===== src/rtl/dbs_sequencer.sv =====
module dbs_sequencer #(
  parameter int AW = 24
) (
  input  logic          clk,
  input  logic          rst_n,
  input  logic          req_valid,
  input  logic          req_write,
  input  logic [1:0]    req_size,
  input  logic [AW-1:0] req_addr,
  input  logic [31:0]   req_wdata,
  output logic          busy,
  output logic          err,
  output logic          done,
  output logic [31:0]   rdata,
  output logic          bus_cyc,
  output logic          bus_wr,
  output logic [1:0]    bus_siz,
  output logic [AW-1:0] bus_addr,
  output logic [15:0]   bus_dout,
  input  logic [15:0]   bus_din,
  input  logic [1:0]    bus_ack_n
);
  logic          active, wr_q, done_q, err_q;
  logic [AW-1:0] addr_q;
  logic [2:0]    rem_q;
  logic [31:0]   wsh, rsh;

  wire port16 = ~bus_ack_n[1];
  wire port8  = bus_ack_n[1] & ~bus_ack_n[0];
  wire ack    = active & (port16 | port8);
  wire one_w  = addr_q[0] | (rem_q == 3'd1);
  wire two    = port16 & ~one_w;
  wire [2:0] step = two ? 3'd2 : 3'd1;
  wire [7:0] rbyte = (port16 & addr_q[0]) ? bus_din[7:0] : bus_din[15:8];

  wire bad = (req_size == 2'b11) | ((req_size != 2'b01) & req_addr[0]);
  logic [2:0]  rem_init;
  logic [31:0] wsh_init;
  always_comb begin
    case (req_size)
      2'b01:   begin rem_init = 3'd1; wsh_init = {req_wdata[7:0], 24'd0}; end
      2'b10:   begin rem_init = 3'd2; wsh_init = {req_wdata[15:0], 16'd0}; end
      default: begin rem_init = 3'd4; wsh_init = req_wdata; end
    endcase
  end

  always_ff @(posedge clk or negedge rst_n) begin
    if (!rst_n) begin
      active <= 1'b0;
      wr_q   <= 1'b0;
      done_q <= 1'b0;
      err_q  <= 1'b0;
      addr_q <= '0;
      rem_q  <= '0;
      wsh    <= '0;
      rsh    <= '0;
    end else begin
      done_q <= 1'b0;
      err_q  <= 1'b0;
      if (!active) begin
        if (req_valid) begin
          if (bad) begin
            err_q <= 1'b1;
          end else begin
            active <= 1'b1;
            wr_q   <= req_write;
            addr_q <= req_addr;
            rem_q  <= rem_init;
            wsh    <= wsh_init;
            rsh    <= '0;
          end
        end
      end else if (ack) begin
        addr_q <= addr_q + AW'(step);
        rem_q  <= rem_q - step;
        wsh    <= two ? {wsh[15:0], 16'd0} : {wsh[23:0], 8'd0};
        rsh    <= two ? {rsh[15:0], bus_din} : {rsh[23:0], rbyte};
        if (rem_q == step) begin
          active <= 1'b0;
          done_q <= 1'b1;
        end
      end
    end
  end

  assign busy     = active;
  assign bus_cyc  = active;
  assign bus_wr   = active & wr_q;
  assign bus_siz  = rem_q[1:0];
  assign bus_addr = addr_q;
  assign bus_dout = one_w ? {wsh[31:24], wsh[31:24]} : wsh[31:16];
  assign done     = done_q;
  assign err      = err_q;
  assign rdata    = rsh;
endmodule


===== config.mk =====
export PLATFORM = sky130hd
export DESIGN_NAME = dbs_sequencer
export DESIGN_NICKNAME = d
export VERILOG_FILES = /design/src/rtl/dbs_sequencer.sv
export SDC_FILE = /design/constraint.sdc
export NUM_CORES = 1
export LEC_CHECK = 0
export BUFFER_PORTS_ARGS = -buffer_cell sky130_fd_sc_hd__buf_4
export CORE_MARGIN = 2
export CORE_UTILIZATION = 48
export CTS_CLUSTER_SIZE = 25
export DETAILED_ROUTE_END_ITERATION = 8
export PLACE_DENSITY = 0.79
export SETUP_SLACK_MARGIN = 0.3
export SLEW_MARGIN = 5
export SYNTH_ARGS = -nofsm -noshare
export SYNTH_HDL_FRONTEND = slang
export SYNTH_SLANG_ARGS = --single-unit

===== constraint.sdc =====
create_clock -name clk -period 2.66 [get_ports clk]
set_input_delay 0.532 -clock clk [delete_from_list [all_inputs] [get_ports clk]]
set_output_delay 0.532 -clock clk [all_outputs]
set_load 0.02 [all_outputs]

* Yosys cells after proc, flatten, opt, wreduce, memory -nomap -nowiden
Cells that the tools add are included.
** Storage, ports and cells
- Input port bits :: 80
- Logic and storage cells :: 69
- Register bits after elaboration :: 95
** Operators by class
- Add/subtract/negate cells :: 2
- Eq/ne operators :: 8
- Reduce and logical (&&, ||, !) cells :: 3
- Multiplexer cells :: 34
- Bitwise operators :: 14
** Operators by type and width (number)
- two-way mux 32 bit :: 10
- two-way mux 24 bit :: 4
- case mux 32 bit (2 select lines) :: 1
- adder 24 x 2 -> 24 bit :: 1
- two-way mux 8 bit :: 2
- two-way mux 3 bit :: 4
- two-way mux 1 bit :: 11
- AND 1 bit :: 6
- case mux 3 bit (2 select lines) :: 1
- AND reduction 3 bit :: 2
- inverter 1 bit :: 5
- == test 2 bit, second input constant :: 2
- != test 2 x 1 -> 1 bit, second input constant :: 2
- == test 3 x 1 -> 1 bit, second input constant :: 1
- == test 3 x 2 -> 1 bit :: 1
- bitwise OR 1 bit :: 3
- subtractor 3 x 2 -> 3 bit :: 1
- == test 2 x 1 -> 1 bit, second input constant :: 1
- two-way mux 2 bit :: 1
- != test 2 bit, second input constant :: 1
- nonzero test 2 bit :: 1

* Longest topological paths before layout
- Depth in word-level cells :: 9
- Mapped depth :: 11
- Gate-level depth less buffers :: 8

* Worst setup path after synthesis
Ideal clock, no wire load.
- Kind :: reg2reg
- Start point :: register addr_q[0], in the netlist bus_addr[0]
- End point :: register addr_q[13], in the netlist bus_addr[13]
- Required time :: 2.529 ns
- Stages on the path, launching flop included :: 12
- Arrival time :: 2.545 ns
- Path slack :: -0.016 ns
- Path through :: dfrtp_1 > clkbuf_8 > or3_1 > buf_4 > buf_6 > inv_1 > ha_1 > a21o_2 > and4_2 > buf_4 > a311oi_1 > a211oi_1
** On the way
- Cells in the longest elaborated chain, start to end :: 7
** Ends and longest elaborated chain
- start, declared :: line 24 : logic [AW-1:0] addr_q;
- start signal, assigned :: line 67 : addr_q <= req_addr;
- start signal, assigned :: line 74 : addr_q <= addr_q + AW'(step);
- bitwise OR 1 bit :: line 31 : wire one_w = addr_q[0] | (rem_q == 3'd1);
- inverter 1 bit :: line 32 : wire two = port16 & ~one_w;
- AND 1 bit :: line 32
- two-way mux 2 bit :: line 33 : wire [2:0] step = two ? 3'd2 : 3'd1;
- adder 24 x 2 -> 24 bit * :: line 74
- two-way mux 24 bit * :: line 73 : end else if (ack) begin
- two-way mux 24 bit * :: line 60 : if (!active) begin
Mark *: on every way between the ends. The rest lies on a longest branch, timed or not. The select of a mux whose other input is x is not followed.
A chain may end at the register's enable or synchronous reset.

* Worst setup path after layout
- Start point :: register rem_q[0]
- End point :: output port bus_dout[2]
** On the way
- Cells in the longest elaborated chain, start to end :: 3
** Ends and longest elaborated chain
- start, declared :: line 25 : logic [2:0] rem_q;
- start signal, assigned :: line 68 : rem_q <= rem_init;
- start signal, assigned :: line 75 : rem_q <= rem_q - step;
- == test 3 x 1 -> 1 bit :: line 31
- bitwise OR 1 bit :: line 31
- two-way mux 8 bit :: line 91 : assign bus_dout = one_w ? {wsh[31:24], wsh[31:24]} : wsh[31:16];
- end, declared :: line 19 : output logic [15:0] bus_dout,
Every way passes these cells.

==> run_results.csv <==
group,metric,value,unit
synthesis,synth_enable_flop_cells,0,
placed_design,gp_congestion,0.930,
finish,n_antenna_cell,0,
placed_design,io_buffers,158,
synthesis,synth-async-reset-ratio,100,%
floorplanning,io_pins,159,
synthesis,ys.flop_type,"dfrtp_1",
finish,final_util,62.6,%
clock_network,numCtsBuffers,9,
critical_path,reg2reg_from,"rem_q[1]",
synthesis,synth_commonest_cells,"95 x dfrtp_1, 70 x nand2_1, 63 x nand3_1",
placed_design,placed_cells,874,
global_route,grt_pass1_vias,5196,
clock_network,clkTransAtPathRegs,70,ps
timing,rsz0062_at_grt,"no",
power_and_ir_drop,powerDensity,1280,mW/mm2
drt,wl_per_cell,18.4,um
critical_path,path_class,"reg2out",
global_route,grt_pass1_wl,26400,um
timing,hold_viol,0,
finish,fin_nets,831,
critical_path,r2r_setup_slack,420,ps
finish,drive_above_1_share,30.3,%
clock_network,cts_max_path_buffers,2,
synthesis,synth_area,0.00574,mm2
timing,relSlewSlack,36.4,%
global_route,track_usage,25.4,%
floorplanning,dieArea,0.0129,mm2
drt,wl_met3,1140,um
drt,drc,0,
finish,nFillCells,971,
drt,route.vias.total,5445,
clock_network,h-tree-depth,3,
global_route,grt_max_degree,73,
drt,wl_met2,7980,um
clock_network,clk_latency,350,ps
drt,firstDrtPassIters,6,
timing,period_needed,2290,ps
synthesis,synthCells,620,
worst_hold_path,holdCritPathClass,"in2async",
timing,period_share,86.1,%
global_route,grt_overflow,0,
power_and_ir_drop,power.total,9.26,mW
critical_path,crit_path_top_delay_cell,"dfrtp_1",
synthesis,synth.distinct_cells,68,
timing,worst-slew-pin-transition,950,ps
critical_path,cp-end-kind,"output port",
clock_network,tritoncts,"done",
floorplanning,initial_core_util,49.7,%
synthesis,avgSynthCellArea,9.26,um2
timing,setup-tns-final,0,ps
critical_path,path_buf_inv,1,
drt,via_per_inst,6.11,
critical_path,ff2ff_path_depth,8,
power_and_ir_drop,power_leakage,3.44,nW
floorplanning,die_x,113,um
timing,finClkSkew,8.44,ps
critical_path,crit_fanout,8,
synthesis,yosys.area.top_type,"dfrtp_1",
clock_network,cts_sinks,95,
outcome,outcome,"completed",
floorplanning,design.core.area,0.0116,mm2
synthesis,syn-num-nets,708,
synthesis,synth_top_area_share,41.4,%
critical_path,cp.arrival,1760,ps
critical_path,cp.required,2130,ps
global_route,antenna_found_initial,0,
finish,fin_cells,891,
synthesis,ys_ff_latch,95,
timing,worst_slack,370,ps
placed_design,post-dp-hpwl,11300,um
drt,antenna_left,0,
timing,slew_violations,0,
synthesis,yosysMostFrequentCell,"dfrtp_1",
critical_path,cp_cell_sequence,"nor3b_4, nor2_4, mux2_2, buf_4",
floorplanning,fp.dieH,113,um
floorplanning,num_rows,39,
placed_design,dp_slack,150,ps
job,max-cap-violations,0,
synthesis,synthTopCellsByArea,"dfrtp_1 41%, mux2i_1 8.4%, nand3_1 5.5%",
timing,max_freq,437,MHz
timing,setup_viol,0,
power_and_ir_drop,vdd_ir_drop_max,0.596,mV
finish,synthToLayoutAreaGrowth,26.1,%
drt,first_iter_violations,593,
synthesis,ys_seq_area_share,41.4,%
critical_path,max_stage_delay,410,ps
synthesis,ys_warn_count,0,
critical_path,start_kind,"flip-flop",
clock_network,clockRootBuffer,"clkbuf_16",
drt,met1_length,6940,um
critical_path,rr_endpoint,"bus_addr[21]",
drt,drt_wl_total,16400,um
drt,routed.top_layer,"met4",
critical_path,critPathTopFamily,"simple AND/OR/NAND/NOR gates",
## logic make-up after synthesis
logic type               after synthesis  share of synthesized area [%]
flip-flops                            95                           41.4
buffers and inverters                 74                           7.95
AND/OR/NAND/NOR                      217                           18.3
multiplexers                          59                           10.7
AO/OA/AOI/OAI                        166                           19.6
adder cells (fa/ha/maj)                8                           1.87
XOR/XNOR                               1                          0.153
## power breakdown
| group | internal [mW] | switching, mW |
|---|---|---|
| clock network | 0.855 | 0.576 |
| registers | 2.11 | 0.773 |
| logic | 2.09 | 2.86 |
| total | 5.05 | 4.21 |
## flip-flops by register name (all words and copies together), names as in the netlist
name,cells
bus_addr,24
bus_cyc,1
done,1
err,1
rdata,32
rem_q,3
wr_q,1
wsh,32
## cell type report
| class | count | area, um2 | share of cell area (%) |
|---|---|---|---|
| multi-input cells | 451 | 2980 | 41.1 |
| clock buffers | 10 | 239 | 3.30 |
| repair buffers | 177 | 1340 | 18.5 |
| inverters | 9 | 36.3 | 0.501 |
| well taps | 143 | 179 | 2.47 |
| flip-flops and latches | 95 | 2380 | 32.9 |
| clock inverters | 6 | 91.3 | 1.26 |
## metrics by stage
step / instance area [um2] / hold WS (ps)
after global placement: 6870 / 456
after floorplan: 5780 / 236
after detailed placement: 6870 / 457
final: 7240 / 93.4
after CTS: 7210 / 97.2
after global routing: 7240 / 109
## layout by cell type (no fill, tap or decap), types with 3 or more instances in the layout
master	instances
a21boi_0	5
a21oi_1	20
a221oi_1	13
a22oi_1	8
a31oi_1	5
a32oi_1	9
and2_1	3
and4_1	5
buf_4	176
clkbuf_16	9
dfrtp_1	93
ha_1	6
inv_1	7
mux2_2	10
mux2i_1	48
nand2_1	70
nand3_1	63
nand4_1	13
nor2_1	34
nor2b_1	5
nor3_1	8
o21ai_0	59
o221ai_1	8
o22a_1	5
o22ai_1	3
o32ai_1	4
## routing by layer
metal | global-route usage (%) | vias to the layer above
met3 | 4.14 | 35
li1 | - | 2529
met1 | 35.5 | 2594
met2 | 40.2 | 287
met4 | 8.94 | 0
met5 | 0 | -
## worst max path at each step
stage / startpoint / to / slack (ps) / cells after the start
finish: rem_q[0] / bus_dout[2] / 370 / 4
global route: rem_q[1] / bus_addr[21] / 290 / 8
CTS: rem_q[0] / bus_dout[2] / 160 / 4
detailed placement: req_size[0] / bus_addr[18] / 150 / 6
global placement: req_size[0] / bus_addr[7] / 250 / 5
floorplan: bus_addr[0] / bus_addr[13] / 270 / 11
## timing repair
item                                   4_1_cts  5_1_grt
setup endpoints to repair                   10       14
endpoints found under the hold margin        0        0
pin swaps                                    0        1
resized for setup                            2        6
buffers inserted                             0        1
hold buffers                                 0        0
Note: power is estimated with default switching activity, not from simulation.
